`config.mk`:
```
export PLATFORM = sky130hd
export DESIGN_NAME = dbg_trig_eval
export DESIGN_NICKNAME = d
export VERILOG_FILES = /design/src/rtl/dbg_trig_pkg.sv /design/src/rtl/dbg_trig_cfg.sv /design/src/rtl/dbg_trig_cmp.sv /design/src/rtl/dbg_trig_pair.sv /design/src/rtl/dbg_trig_eval.sv
export SDC_FILE = /design/constraint.sdc
export NUM_CORES = 2
export LEC_CHECK = 0
export BUFFER_PORTS_ARGS = -buffer_cell sky130_fd_sc_hd__buf_2
export CORE_MARGIN = 2
export CORE_UTILIZATION = 39
export DETAILED_ROUTE_END_ITERATION = 16
export SLEW_MARGIN = 20
export SYNTH_ARGS = -nofsm -noshare
export SYNTH_HDL_FRONTEND = slang
export SYNTH_SLANG_ARGS = --single-unit
```
`constraint.sdc`:
```
create_clock -name clk -period 3.85 [get_ports clk]
set_clock_uncertainty 0.1 [all_clocks]
set_input_delay 0 -clock clk [delete_from_list [all_inputs] [get_ports clk]]
set_output_delay 0 -clock clk [all_outputs]
set_load 0.005 [all_outputs]
```
`src/rtl/dbg_trig_pkg.sv`:
```
package dbg_trig_pkg;

    localparam int NUM_PAIRS  = 5;
    localparam int NUM_TRIG   = 2 * NUM_PAIRS;
    localparam int IDX_W      = $clog2(NUM_TRIG);
    localparam int STORE_PAIR = 1;

    typedef enum logic [1:0] {
        SRC_FETCH = 2'd0,
        SRC_LOAD  = 2'd1,
        SRC_STORE = 2'd2
    } src_e;

    typedef enum logic [1:0] {
        MT_EQ   = 2'd0,
        MT_RSVD = 2'd1,
        MT_GE   = 2'd2,
        MT_LT   = 2'd3
    } mtype_e;

    typedef struct packed {
        logic   enable;
        mtype_e mtype;
        logic   sel;
        logic   timing;
        logic   action;
    } trig_ctl_t;

    // Fixed channel of each trigger: pairs are fetch/fetch, store/store,
    // load/load, fetch/store, fetch/load.
    function automatic src_e src_of(input int t);
        case (t)
            0, 1, 6, 8: return SRC_FETCH;
            2, 3, 7:    return SRC_STORE;
            default:    return SRC_LOAD;
        endcase
    endfunction

    function automatic bit pair_chainable(input int p);
        return p != STORE_PAIR;
    endfunction

endpackage

```
`src/rtl/dbg_trig_cfg.sv`:
```
module dbg_trig_cfg
    import dbg_trig_pkg::*;
#(
    parameter int DATA_W = 64
) (
    input  logic                    clk,
    input  logic                    rst,
    input  logic                    cfg_we,
    input  logic [IDX_W-1:0]        cfg_idx,
    input  trig_ctl_t               cfg_ctl,
    input  logic                    cfg_chain,
    input  logic [DATA_W-1:0]       cfg_value,
    output trig_ctl_t               ctl_q   [NUM_TRIG],
    output logic [DATA_W-1:0]       value_q [NUM_TRIG],
    output logic [NUM_PAIRS-1:0]    chain_q
);

    always_ff @(posedge clk) begin
        if (rst) begin
            for (int t = 0; t < NUM_TRIG; t++) begin
                ctl_q[t]   <= '0;
                value_q[t] <= '0;
            end
            chain_q <= '0;
        end else if (cfg_we) begin
            for (int t = 0; t < NUM_TRIG; t++) begin
                if (cfg_idx == IDX_W'(t)) begin
                    ctl_q[t]   <= cfg_ctl;
                    value_q[t] <= cfg_value;
                    if ((t % 2) == 0) chain_q[t/2] <= cfg_chain;
                end
            end
        end
    end

endmodule

```
`src/rtl/dbg_trig_cmp.sv`:
```
module dbg_trig_cmp
    import dbg_trig_pkg::*;
#(
    parameter int DATA_W  = 64,
    parameter bit DATA_OK = 1'b1
) (
    input  logic              insn_valid,
    input  logic              enable,
    input  mtype_e            mtype,
    input  logic              sel,
    input  logic [DATA_W-1:0] value,
    input  logic [DATA_W-1:0] addr_op,
    input  logic [DATA_W-1:0] data_op,
    output logic              hit
);

    logic [DATA_W-1:0] operand;
    logic              cmp_ok;
    logic              sel_ok;

    assign operand = sel ? data_op : addr_op;
    assign sel_ok  = !(sel && !DATA_OK);

    always_comb begin
        unique case (mtype)
            MT_EQ:   cmp_ok = (operand == value);
            MT_GE:   cmp_ok = (operand >= value);
            MT_LT:   cmp_ok = (operand <  value);
            default: cmp_ok = 1'b0;
        endcase
    end

    assign hit = insn_valid && enable && sel_ok && cmp_ok;

endmodule

```
`src/rtl/dbg_trig_pair.sv`:
```
module dbg_trig_pair #(
    parameter bit CHAINABLE = 1'b1
) (
    input  logic hit_lo,
    input  logic hit_hi,
    input  logic chain,
    input  logic tim_lo,
    input  logic tim_hi,
    output logic fire_lo,
    output logic fire_hi
);

    logic chained;
    logic joint;

    assign chained = chain && CHAINABLE;
    assign joint   = hit_lo && hit_hi && (tim_lo == tim_hi);
    assign fire_lo = chained ? joint : hit_lo;
    assign fire_hi = chained ? joint : hit_hi;

endmodule

```
`src/rtl/dbg_trig_eval.sv`:
```
module dbg_trig_eval
    import dbg_trig_pkg::*;
#(
    parameter int DATA_W = 64
) (
    input  logic                       clk,
    input  logic                       rst,
    input  logic                       cfg_we,
    input  logic [IDX_W-1:0]           cfg_idx,
    input  logic                       cfg_enable,
    input  logic [1:0]                 cfg_mtype,
    input  logic                       cfg_sel,
    input  logic                       cfg_timing,
    input  logic                       cfg_action,
    input  logic                       cfg_chain,
    input  logic [DATA_W-1:0]          cfg_value,
    input  logic                       insn_valid,
    input  logic [DATA_W-1:0]          fetch_addr,
    input  logic [DATA_W-1:0]          fetch_insn,
    input  logic [DATA_W-1:0]          load_addr,
    input  logic [DATA_W-1:0]          store_addr,
    input  logic [DATA_W-1:0]          store_data,
    output logic [NUM_TRIG-1:0]        fire,
    output logic                       trap_before,
    output logic                       trap_after,
    output logic                       enter_debug
);

    trig_ctl_t            cfg_ctl;
    trig_ctl_t            ctl_q   [NUM_TRIG];
    logic [DATA_W-1:0]    value_q [NUM_TRIG];
    logic [NUM_PAIRS-1:0] chain_q;
    logic [DATA_W-1:0]    addr_op [NUM_TRIG];
    logic [DATA_W-1:0]    data_op [NUM_TRIG];
    logic [NUM_TRIG-1:0]  hit;
    logic [NUM_TRIG-1:0]  en_vec;
    logic [NUM_TRIG-1:0]  tim_vec;
    logic [NUM_TRIG-1:0]  act_vec;

    assign cfg_ctl = '{enable: cfg_enable, mtype: mtype_e'(cfg_mtype),
                       sel: cfg_sel, timing: cfg_timing, action: cfg_action};

    dbg_trig_cfg #(.DATA_W(DATA_W)) u_cfg (
        .clk       (clk),
        .rst       (rst),
        .cfg_we    (cfg_we),
        .cfg_idx   (cfg_idx),
        .cfg_ctl   (cfg_ctl),
        .cfg_chain (cfg_chain),
        .cfg_value (cfg_value),
        .ctl_q     (ctl_q),
        .value_q   (value_q),
        .chain_q   (chain_q)
    );

    for (genvar t = 0; t < NUM_TRIG; t++) begin : g_trig
        localparam src_e SRC = src_of(t);

        if (SRC == SRC_FETCH) begin : g_fetch
            assign addr_op[t] = fetch_addr;
            assign data_op[t] = fetch_insn;
        end else if (SRC == SRC_STORE) begin : g_store
            assign addr_op[t] = store_addr;
            assign data_op[t] = store_data;
        end else begin : g_load
            assign addr_op[t] = load_addr;
            assign data_op[t] = load_addr;
        end

        assign en_vec[t]  = ctl_q[t].enable;
        assign tim_vec[t] = ctl_q[t].timing;
        assign act_vec[t] = ctl_q[t].action;

        dbg_trig_cmp #(
            .DATA_W  (DATA_W),
            .DATA_OK (SRC != SRC_LOAD)
        ) u_cmp (
            .insn_valid (insn_valid),
            .enable     (ctl_q[t].enable),
            .mtype      (ctl_q[t].mtype),
            .sel        (ctl_q[t].sel),
            .value      (value_q[t]),
            .addr_op    (addr_op[t]),
            .data_op    (data_op[t]),
            .hit        (hit[t])
        );
    end

    for (genvar p = 0; p < NUM_PAIRS; p++) begin : g_pair
        dbg_trig_pair #(.CHAINABLE(pair_chainable(p))) u_pair (
            .hit_lo  (hit[2*p]),
            .hit_hi  (hit[2*p+1]),
            .chain   (chain_q[p]),
            .tim_lo  (tim_vec[2*p]),
            .tim_hi  (tim_vec[2*p+1]),
            .fire_lo (fire[2*p]),
            .fire_hi (fire[2*p+1])
        );
    end

    assign trap_before = |(fire & ~tim_vec);
    assign trap_after  = |(fire & tim_vec);
    assign enter_debug = |(fire & act_vec);

endmodule

```
# ---- Word level (Yosys, flattened, before mapping)
# Index checks and enable logic that the tools add are counted.
# Widths: inputs -> output; s select.
dict set report word_totals {
  wordCells 214
  input_bits 399
  register_bits 704
}
dict set report classes {
  mux 25
  bitwise 4
  eq_ne 43
  order_cmp 20
  reduce_logical 58
}
# op count
set op_table {}
lappend op_table {{$eq 64x64->1} 10}
lappend op_table {{$ge 64x64->1} 10}
lappend op_table {{$lt 64x64->1} 10}
lappend op_table {{$mux 64} 7}
lappend op_table {{$eq 2x2->1 const B} 20}
lappend op_table {{$logic_and 1x1->1} 31}
lappend op_table {{$and 10x10->10} 3}
lappend op_table {{$pmux 1 s3} 10}
lappend op_table {{$reduce_or 10->1} 3}
lappend op_table {{$logic_not 2->1} 10}
lappend op_table {{$reduce_and 2->1} 10}
lappend op_table {{$eq 4x3->1 const B} 4}
lappend op_table {{$not 10->10} 1}
lappend op_table {{$eq 4x2->1 const B} 2}
lappend op_table {{$eq 4x4->1 const B} 2}
lappend op_table {{$mux 1} 8}
lappend op_table {{$eq 1x1->1} 4}
lappend op_table {{$eq 4x1->1 const B} 1}
lappend op_table {{$logic_not 4->1} 1}
lappend op_table {{$logic_not 1->1} 3}

# ---- Depth between registers and ports, before layout
dict set report logic_depth {
  ltp_word 9
  mapped_depth 15
}

# ---- Modules after synthesis
# From an unflattened synthesis, not the netlist that was laid out.
dict set report hier_totals {
  hier_cells 5579
  hier_area_um2 52257.6
}
# mod cells_each area_per_inst_um2 instances
set modules_own_cells {}
lappend modules_own_cells {dbg_trig_cfg 2437 27302.4 1}
lappend modules_own_cells {{dbg_trig_cmp at g_trig[0].u_cmp ...} 309 2497.4 3}
lappend modules_own_cells {{dbg_trig_cmp at g_trig[5].u_cmp ...} 309 2449.8 2}
lappend modules_own_cells {{dbg_trig_cmp at g_trig[6].u_cmp} 308 2486.1 1}
lappend modules_own_cells {{dbg_trig_cmp at g_trig[4].u_cmp} 309 2467.4 1}
lappend modules_own_cells {{dbg_trig_cmp at g_trig[2].u_cmp} 308 2452.4 1}
lappend modules_own_cells {{dbg_trig_cmp at g_trig[8].u_cmp} 311 2419.8 1}
lappend modules_own_cells {{dbg_trig_cmp at g_trig[3].u_cmp} 308 2418.6 1}
lappend modules_own_cells {dbg_trig_eval 27 173.9 1}
lappend modules_own_cells {{dbg_trig_pair at g_pair[0].u_pair ...} 6 32.5 4}
lappend modules_own_cells {{dbg_trig_pair at g_pair[1].u_pair} 2 15.0 1}

# ---- Worst setup path after synthesis
# OpenSTA, ideal clock, no wires.
dict set report synth_path {
  kind {register to output}
  from {reg, netlist name u_cfg.ctl_q[14]}
  to {out enter_debug}
  n_path_buf 2
  slack_ns -0.183
  arrival_time_ns 3.933
  path_stages_with_launch 16
  path_cell_list {dfxtp_1 > clkbuf_1 > clkbuf_1 > mux2_2 > ha_1 > a21o_1 > nand3_1 > a21oi_1 > or4_1 > a2111oi_0 > o21ai_1 > xnor2_1 > o21a_1 > o21ai_0 > and3_1 > or4_1}
}
dict set report synth_via {
  elab_chain_cells 9
  word_cells_on_any_way 12
  cone_classes {order compare (2); eq/ne (1); mux (4); bitwise (1); reduce/logical (4)}
}
# item line_no
set synth_rtl {}
lappend synth_rtl {{$mux 64 (*)} dbg_trig_cmp.sv:21} ;# assign operand = sel ? data_op : addr_op;
lappend synth_rtl {{$lt 64x64->1 (tied with other cells)} dbg_trig_cmp.sv:28} ;# MT_LT: cmp_ok = (operand < value);
lappend synth_rtl {{$pmux 1 s3 (*)} dbg_trig_cmp.sv:25} ;# unique case (mtype)
lappend synth_rtl {{$logic_and 1x1->1 (*)} dbg_trig_cmp.sv:33} ;# assign hit = insn_valid && enable && sel_ok && cmp_ok;
lappend synth_rtl {{$logic_and 1x1->1 (2 in a row)} dbg_trig_pair.sv:17} ;# assign joint = hit_lo && hit_hi && (tim_lo == tim_hi);
lappend synth_rtl {{$mux 1, on equally long branches} {dbg_trig_pair.sv:18, dbg_trig_pair.sv:19}}
lappend synth_rtl {{$and 10x10->10 (*)} dbg_trig_eval.sv:103} ;# assign enter_debug = |(fire & act_vec);
lappend synth_rtl {{$reduce_or 10->1 (*)} dbg_trig_eval.sv:103}
lappend synth_rtl {{end: declaration} dbg_trig_eval.sv:26} ;# output logic enter_debug
# Mark *: on every way between the ends. The rest lies on a longest branch, timed or not.

# ---- Worst setup path after layout
dict set report layout_path {
  from {reg, netlist name u_cfg.ctl_q[50]}
  to {out trap_after}
}
dict set report layout_via {
  elab_chain_cells 9
  word_cells_on_any_way 12
  cone_classes {order compare (2); eq/ne (1); mux (4); bitwise (1); reduce/logical (4)}
}
# item line_no
set layout_rtl {}
lappend layout_rtl {{$mux 64 (*)} dbg_trig_cmp.sv:21}
lappend layout_rtl {{$lt 64x64->1 (tied with other cells)} dbg_trig_cmp.sv:28}
lappend layout_rtl {{$pmux 1 s3 (*)} dbg_trig_cmp.sv:25}
lappend layout_rtl {{$logic_and 1x1->1 (*)} dbg_trig_cmp.sv:33}
lappend layout_rtl {{$logic_and 1x1->1 (2 in a row)} dbg_trig_pair.sv:17}
lappend layout_rtl {{$mux 1, on equally long branches} {dbg_trig_pair.sv:18, dbg_trig_pair.sv:19}}
lappend layout_rtl {{$and 10x10->10 (*)} dbg_trig_eval.sv:102} ;# assign trap_after = |(fire & tim_vec);
lappend layout_rtl {{$reduce_or 10->1 (*)} dbg_trig_eval.sv:102}
lappend layout_rtl {{end: declaration} dbg_trig_eval.sv:25} ;# output logic trap_after,
# Marked as above.

==> flow_metrics.tcl <==
set metrics [dict create \
    synth_async_sr_flop_share 0 \
    cts_made_buffers 88 \
    syn_avg_cell_area_um2 7.61 \
    worst_r2r_startpoint "u_cfg.ctl_q[50]" \
    yosysMostFrequentCell "nand2_1" \
    grt_pass1_wl_mm 265 \
    synth_nets 7148 \
    gp_congestion 0.937 \
    synth-main-ff-cell "dfxtp_1" \
    cts_tree "yes" \
    grt_pass1_vias 43200 \
    grt.overflow.total 0 \
    finalPower_mw 19.5 \
    synth_edf_count 0 \
    clk_pin_slew_ps 60 \
    hpwlAfterDp_mm 129 \
    nets 7772 \
    via_per_inst 5.41 \
    ant_nets 0 \
    hold_violations 0 \
    min_period_over_period 1.26 \
    drc 0 \
    yosys_warnings 0 \
    cts.sink_count 704 \
    r2r_cells 4 \
    first_pass_iters 6 \
    hold_class "in2reg" \
    io_pins 412 \
    yosys.area.top_type "dfxtp_1" \
    max_freq_ghz 0.207 \
    antenna_found_initial 36 \
    leakagePower_nw 22.0 \
    ys_top_cells_by_count "1577 x nand2_1, 957 x a21oi_1, 704 x dfxtp_1" \
    critPathKind "reg2out" \
    drt_iter0_markers 3596 \
    setup_tns_ps -6240 \
    ys_seq_area_frac 0.303 \
    die_x_um 349 \
    period_needed_ps 4840 \
    netlist-cell-type-count 76 \
    cellPowerDensity_nw_per_um2 323 \
    clk_root_buffer_cell "clkbuf_16" \
    path_max_fanout 5 \
    path_cells "buf_8, buf_12, mux2_4, ha_4, nand4_1, nor4_1, buf_4, nand4_1, buf_6, a32oi_2, buf_4, nor4_4, xnor2_1, a21oi_2, buf_4, nor2b_1, maj3_2, a2111oi_4, o211ai_1, buf_4" \
    cp-endpoint "trap_after" \
    relSlewSlack 0.313 \
    numPortBuffers 411 \
    grt_max_degree 102 \
    cts.path.max_buffers 3 \
    dr_total_vias 45200 \
    status "complete, but fails checks" \
    syn_inst 6109 \
    setup_violations 13 \
    netlist_area_um2 46500 \
    violations "setup timing" \
    core_um2 118000 \
    synth.area.top_cells "dfxtp_1 30%, ha_1 17%, nand2_1 13%, mux2_2 11%, a21oi_1 10%" \
    r2r_slack_ps 2620 \
    critPathMaxStageDelay_ps 400 \
    yosysTopAreaCellShare 0.303 \
    syn_to_final_growth_pct 30.1 \
    hold_depth 6 \
    grt_use_total 0.285 \
    layout_setup_ws_ps -988 \
    tightest_slew_ps 1030 \
    clock_latency_ps 680 \
    arrival_ps 4740 \
    die_h_um 349 \
    rsz0062_at_grt "yes" \
    critPathLaunch "u_cfg.ctl_q[50]" \
    nFillCells 11100 \
    max_cap_viol_count 0 \
    fp-row-count 126 \
    r2r_end "u_cfg.ctl_q[50]" \
    cpMostUsedCell "buf_4" \
    critPathLaunchType "register" \
    setup.worst_path.end_class "output port" \
    critPathSlowestCell "dfxtp_4" \
    avgRoutedWirePerCell_um 21.6 \
    wl_mm 180 \
    initial_utilization 0.394 \
    ir_drop_mv 0.286 \
    htreeDepth 3 \
    ys_seq_elements 704 \
    timing.final.max_slew_violations 0 \
    dieArea_um2 122000 \
    worstPathRequired_ps 3750 \
    drive_above_1_share 0.253 \
]
==> state kept, by name, summed over array words and instances (netlist names) <==
register       count
u_cfg.value_q    640
u_cfg.ctl_q       60
u_cfg.chain_q      4
==> worst min-delay path by stage <==
stage / from / endpoint / slack [ps]
after floorplan: cfg_chain / u_cfg.chain_q[0] / 40
after global placement: cfg_chain / u_cfg.chain_q[4] / 200
after detailed placement: cfg_chain / u_cfg.chain_q[2] / 210
after CTS: cfg_we / u_cfg.ctl_q[1] / 30
after global routing: cfg_we / u_cfg.value_q[11] / 100
final: cfg_we / u_cfg.value_q[6] / 50
==> layout make-up <==
type / count / area, µm² / area share
clock buffers: 124 / 2550 / 0.0422
clock inverters: 37 / 547 / 0.00905
multi-input cells: 4375 / 31600 / 0.522
flip-flops and latches: 704 / 14100 / 0.234
inverters: 671 / 2520 / 0.0418
well taps: 1536 / 1920 / 0.0318
repair buffers: 893 / 7170 / 0.119
diodes: 13 / 32.5 / 0.000538
==> cells in the final DEF, fill, tap and decap left out, drive strengths merged, types with 8 or more instances in the layout <==
master	count
buf	809
a21oi	958
nand2b	13
nand2	1577
or4	8
o211ai	22
clkinv	21
ha	640
bufinv	12
o21a	11
nand3b	10
o21ai	106
nor2	84
nor4	33
a221oi	20
diode	13
nand4	128
nor2b	10
mux2i	10
inv	673
nor3	33
dfxtp	704
a21o	41
and3	12
nand3	80
a211oi	28
dlygate4sd3	77
mux2	441
a2111oi	8
clkbuf	126
==> timing repair <==
action,4_1_cts,5_1_grt
resized for setup,380,196
hold buffers,77,0
setup buffers,76,27
cloned,17,2
endpoints found under the setup margin,13,13
pin swaps,116,108
hold endpoints to repair,704,0
==> metrics by stage <==
stage / area [µm²] / setup WS (ps) / util / cells / hold WS, ps
finish: 60400 / -988 / 0.512 / 8353 / 54.6
global route: 60400 / -1120 / 0.512 / 8348 / 103
CTS: 59000 / -935 / 0.500 / 8324 / 32.5
detailed placement: 51800 / -871 / 0.439 / 8004 / 209
global placement: 51800 / -855 / 0.439 / 8004 / 199
floorplan: 46500 / 29.6 / - / 6109 / 36.0
==> logic make-up (layout without fill, tap and decap cells) <==
family	count (synthesis)	after routing	synth area share
AND/OR/NAND/NOR	2019	2019	0.181
XOR/XNOR	10	10	0.00188
other	0	13	0
adder cells (fa/ha/maj)	642	642	0.173
buffers and inverters	1030	1725	0.0840
multiplexers	451	451	0.109
AO/OA/AOI/OAI	1253	1253	0.148
flip-flops	704	704	0.303
==> power by group <==
group	internal [mW]	switching [mW]
Clock	5.42	3.59
Combinational	1.32	1.77
Sequential	7.38	0.0517
==> layer usage <==
layer  routed length [µm]  global-route usage
met3                12400              0.0466
met5                  173                   0
met1                76200               0.368
met2                83600               0.468
met4                 8190               0.123
==> worst max-delay path: cells and delay by family, from the launching register on <==
family,cells,cell delay (ps)
fa+ha+maj,2,610
mux,1,320
simple gates,5,710
flops,1,400
compound gates,4,710
buf+inv,7,1150
xor+xnor,1,140
Power figures use the tool's default switching activity.
